### config.mk
export PLATFORM = sky130hd
export DESIGN_NAME = wdt_timer
export DESIGN_NICKNAME = d
export VERILOG_FILES = /design/src/rtl/wdt_timer.sv
export SDC_FILE = /design/constraint.sdc
export NUM_CORES = 1
export LEC_CHECK = 0
export ABC_AREA = 1
export BUFFER_PORTS_ARGS = -buffer_cell sky130_fd_sc_hd__buf_2
export CAP_MARGIN = 20
export CORE_ASPECT_RATIO = 0.6
export CORE_UTILIZATION = 40
export DETAILED_ROUTE_END_ITERATION = 7
export GPL_ROUTABILITY_DRIVEN = 0
export SYNTH_ARGS = -nofsm -noshare
export SYNTH_HDL_FRONTEND = slang
export SYNTH_SLANG_ARGS = --single-unit
### constraint.sdc
create_clock -name clk -period 2.8 [get_ports clk]
set_input_delay 0.28 -clock clk [delete_from_list [all_inputs] [get_ports clk]]
set_output_delay 0.28 -clock clk [all_outputs]
set_load 0.005 [all_outputs]
### src/rtl/wdt_timer.sv
module wdt_timer #(
  parameter int CLK_HZ   = 100_000_000,
  parameter int TICK_HZ  = 100,
  parameter int TICK_DIV = CLK_HZ / TICK_HZ
) (
  input  logic        clk,
  input  logic        rst_n,
  input  logic        wr_en,
  input  logic [31:0] wr_data,
  output logic [31:0] rd_data,
  output logic        expired,
  output logic        sys_rst_req
);
  localparam int CW = 15;
  localparam int PW = (TICK_DIV > 1) ? $clog2(TICK_DIV) : 1;

  logic [PW-1:0] pre;
  logic [CW-1:0] count, limit;
  logic          act;

  wire tick = (pre == PW'(TICK_DIV - 1));
  wire hit  = tick && !expired && (count == limit);

  always_ff @(posedge clk) begin
    if (!rst_n)              pre <= '0;
    else if (wr_en || tick)  pre <= '0;
    else                     pre <= pre + 1'b1;
  end

  always_ff @(posedge clk) begin
    if (!rst_n) begin
      count   <= '0;
      limit   <= '1;
      act     <= 1'b0;
      expired <= 1'b0;
    end else if (wr_en) begin
      count   <= '0;
      limit   <= wr_data[30:16];
      act     <= wr_data[31];
      expired <= 1'b0;
    end else if (hit) begin
      expired <= 1'b1;
    end else if (tick && !expired) begin
      count <= count + 1'b1;
    end
  end

  always_ff @(posedge clk) begin
    if (!rst_n) sys_rst_req <= 1'b0;
    else        sys_rst_req <= hit && act && !wr_en;
  end

  assign rd_data = {act, limit, 1'b0, count};

  p_bound_r4: assert property (@(posedge clk) disable iff (!rst_n)
    count <= limit);
  p_clear_r3: assert property (@(posedge clk) disable iff (!rst_n)
    wr_en |=> (count == '0) && !expired);
  p_hold_r5: assert property (@(posedge clk) disable iff (!rst_n)
    (expired && !wr_en) |=> expired && $stable(count));
  p_pulse_r7: assert property (@(posedge clk) disable iff (!rst_n)
    sys_rst_req |=> !sys_rst_req);
  p_req_exp_r7: assert property (@(posedge clk) disable iff (!rst_n)
    sys_rst_req |-> expired && act);
endmodule

After elaboration in Yosys (flattened, before gate mapping)
Index checks and enable logic that the tools add are counted.
Widths: inputs -> output; s select.
Word-level totals
  logic and storage cells: 22
  flip-flop bits (word level): 53
  RAM bits: 0
  memories kept: 0
  bits in latches: 0
  memory bits (read-only): 0
  output and inout port bits: 34
  bits of input ports: 35
Operators by class
  add/sub/neg operators: 2
  equality and inequality tests: 2
  muxes and demuxes: 0
  bitwise logic cells: 2
  shift-type cells: 0
  multiply operators: 0
  reduce and logical (&&, ||, !) cells: 10
  div/mod/pow operators: 0
  order comparisons: 0
Operator list (count)
  $add 20x1->20 const B: 1
  $eq 20x20->1 const B: 1
  $add 15x1->15 const B: 1
  $eq 15x15->1: 1
  $logic_and 1x1->1: 4
  $reduce_or 2->1: 2
  $logic_not 1->1: 2
  $not 1->1: 2
  $reduce_and 2->1: 1
  $logic_or 1x1->1: 1

Depth between registers and ports, before layout
  depth after elaboration: 5
  gate-level depth with buffers: 12
  gate-level depth less buffers: 11

Least setup slack after synthesis
No wires, ideal clock.
  path type: register -> register
  start: register pre[0]
  end: register count[1]
  stages on the path, launching flop included: 12
  setup time: 0.115 ns
  data arrival time: 1.403 ns
  data required time: 2.685 ns
  setup slack: 1.282 ns
  buffers on the path: 1
  clock period less this slack: 1.518 ns
  cell sequence: dfxtp_1 -> ha_1 -> nand2_1 -> inv_2 -> nand2_1 -> nor2_1 -> nand3_1 -> nor2_4 -> buf_4 -> nand3b_1 -> nand2_1 -> nor2_1
On the way
  word-level cells in the longest chain between the ends: 5
Ends and longest elaborated chain
  start, declared: RTL line 17  | logic [PW-1:0] pre;
  start signal, assigned: RTL line 27  | else pre <= pre + 1'b1;
  $eq 20x20->1 (*): RTL line 21  | wire tick = (pre == PW'(TICK_DIV - 1));
  $logic_and 1x1->1 (*): RTL line 22, 43
  $logic_and 1x1->1: RTL line 22  | wire hit = tick && !expired && (count == limit);
  $not 1->1 (no source line)
  $reduce_and 2->1 (no source line) (*)
  end signal, assigned: RTL line 44  | count <= count + 1'b1;
  end, declared: RTL line 18  | logic [CW-1:0] count, limit;
Every way passes the cells marked *; elsewhere a longest branch is shown, timed or not.
A chain may end at the register's enable or synchronous reset.

Final worst setup path
  start: input wr_en
  end: register pre[2]
On the way
  word-level cells in the longest chain between the ends: 2
Ends and longest elaborated chain
  start, declared: RTL line 8  | input logic wr_en,
  $logic_or 1x1->1: RTL line 26  | else if (wr_en || tick) pre <= '0;
  $reduce_or 2->1 (no source line)
No other way between the ends.

==> reports/metrics.cfg <==
[status]
status = finished, final reports clean

[power]
p_comb_frac = 0.057
ir_drop_uv = 264.7
p_leak_uw = 0.001498
p_total_uw = 1673
power_frac_seq = 0.468
power.density_nw_per_um2 = 496.9
power.switching_uw = 351.9
swShare = 0.2103
clkPwrFrac = 0.474
p_int_uw = 1321

[worst_setup_path]
worst_setup_path_end_kind = register
worst-path-max-fanout = 32
arrival_ns = 2.50
reg2regPathDepth = 11
cp.required_ns = 3.01
start_kind = input pin
criticalPathCategory = in2reg

[global_route]
gr-usage-all-layers = 0.2033
grt_pass1_vias = 2397
grt_overflow_total = 0
grt_pass1_wl_um = 11990
antenna_found_initial = 0
grt_max_degree = 33

[timing]
clock_skew_ns = 0.003573
hold_viol_final = 0
setup_tns_ns = 0
slew_violations = 0
max_freq_ghz = 0.4373
tightest_slew_ns = 0.9290
setup_ws_ns = 0.5132
hold_ws_ns = 0.1984
rsz0062_at_grt = no
period_share = 0.8167
setup_violations = 0
min_period_ns = 2.287
slew_headroom = 0.3783

[drt]
ant_nets = 0
vias = 2885
wl_per_cell_um = 12.79
drc = 0
wl_um = 7482
drt-initial-drc-count = 219
routed_via_density = 4.932
dr.pass1.iters = 5

[clock_tree]
clkSinkCount = 53
cts_tree = yes
root_buffer = clkbuf_16
numCtsBuffers = 5
post_cts_resize_count = 0
cts.path.max_buffers = 2
clk_pin_slew_ns = 0.07
postCtsSetupRepairBufs = 0
clk_latency_ns = 0.29
cts.hold.buffers_added = 0
h-tree-depth = 2

[floorplanning]
dieWidth_um = 111.9
core_um2 = 6849
die-area_um2 = 7603
dieHeight_um = 67.95
placementRows = 23
start_util = 0.4233
io_pins = 69

[run]
maxCapViolCount = 0

[worst_hold_path]
hold-path-cell-count = 3
hold_class = in2reg

[place]
dp_hpwl_um = 5646
numPortBuffers = 51
preCtsSetupSlack_ns = 0.2505

[synth]
synth_warnings = 0
syn_avg_cell_area_um2 = 6.442
synth_seq_cells = 53
synth_cell_type_count = 30
synth_cells = 450
ys_seq_area_frac = 0.3660
syn-cell-area_um2 = 2899
syn_nets = 487

[layout]
seq_area_um2 = 1061
insertedDiodeCount = 0
post-route-util = 0.4916
nets = 534
area_growth_syn_to_layout_pct = 16.14
final_layout_size_suffix_gt1_frac = 0.1687
fill_cells = 708
multi_input_area_um2 = 1508

-- critical path: stages --
cell and delay (ns):
buf_2 0.27, nor2_1 0.78, inv_1 0.41, nor2_4 0.31, inv_1 0.25, nor3_1 0.18
-- cells in the mapped netlist --
cell type	n	area, um^2
nand2_2	2	12.51
clkbuf_2	1	5.000
clkbuf_8	1	13.76
clkbuf_1	4	15.01
nor2_2	4	25.02
nor3b_2	1	12.51
nand3b_1	3	22.52
xnor2_1	4	35.03
conb_1	1	3.750
nand3_2	3	30.03
ha_1	2	25.02
nand3_1	26	130.1
or2_2	3	18.77
nor2_4	3	33.78
nand4_1	7	43.79
nor2_1	60	225.2
inv_1	53	198.9
inv_2	7	26.28
buf_6	2	22.52
xor2_1	8	70.07
a21boi_0	1	7.510
o21ai_0	22	110.1
dfxtp_1	53	1061
buf_8	1	15.01
a21oi_1	31	155.2
buf_4	4	30.03
a31oi_1	1	6.260
nor3_1	9	45.04
nand2_1	132	495.5
clkinv_1	1	3.750
-- power by group through the flow --
stage,Combinational [uW],Clock (uW),Sequential [uW]
after floorplan,55.9,0,800
after global placement,93.8,0,800
after detailed placement,94.9,0,801
after CTS,95.4,806,783
after global routing,109,837,786
final,95.7,794,783
-- per-stage QoR --
stage               std cells  cell area [um^2]
detailed placement        577              3177
CTS                       585              3367
floorplan                 450              2899
finish                    585              3367
global placement          577              3177
global route              585              3367
-- flip-flops by register name (all words and copies together), names as in the netlist --
register / count
pre: 20
count: 15
limit: 15
act: 1
expired: 1
sys_rst_req: 1
-- logic make-up (layout without fill, tap and decap cells) --
kind of cell,after synthesis,in the layout,synth area share
compound gates,55,55,0.09625
fa+ha+maj,2,2,0.008630
flops,53,53,0.3660
buf+inv,74,122,0.1139
other cells,1,1,0.001294
simple gates,253,253,0.3776
xor+xnor,12,12,0.03625
-- routing by layer --
layer	share of wire	GRT usage	routed length, um	vias up
met5	0	0	0	-
met4	0.0059	0.04730	44	0
met3	0.066	0.03986	491	5
met2	0.35	0.2562	2587	102
met1	0.58	0.3317	4358	1275
li1	-	-	-	1503
-- cell usage in the layout, fill, tap and decap left out, types with 2 or more instances in the layout --
master     instances
inv_1             53
buf_4              2
nand4_1            7
nand3_2            3
nor2_4             3
clkbuf_16          5
nand3_1           26
a21oi_1           31
o21ai_0           22
inv_2              7
nand2_1          132
nor2_2             4
nand2_2            2
ha_1               2
xor2_1             8
xnor2_1            4
buf_2             51
dfxtp_1           53
nor2_1            60
bufinv_16          2
or2_2              3
nor3_1             9
nand3b_1           3
-- layout make-up --
cell class	count	share of cell area
clock inverters	3	0.01932
flip-flops and latches	53	0.3151
repair buffers	53	0.08027
multi-input cells	323	0.4478
well taps	87	0.03233
clock buffers	5	0.03716
inverters	61	0.06800
-- final timing paths --
check,startpoint,to,slack (ns)
worst max register to register,pre[0]$_SDFF_PP0_,count[14]$_SDFFE_PP0P_,0.69
worst max-delay path,wr_en,pre[2]$_SDFF_PP0_,0.51
worst min-delay path,wr_data[24],limit[8]$_SDFFE_PN1P_,0.20
worst min register to register,pre[0]$_SDFF_PP0_,pre[0]$_SDFF_PP0_,0.46
No activity file was read; power rests on OpenSTA's default activity.
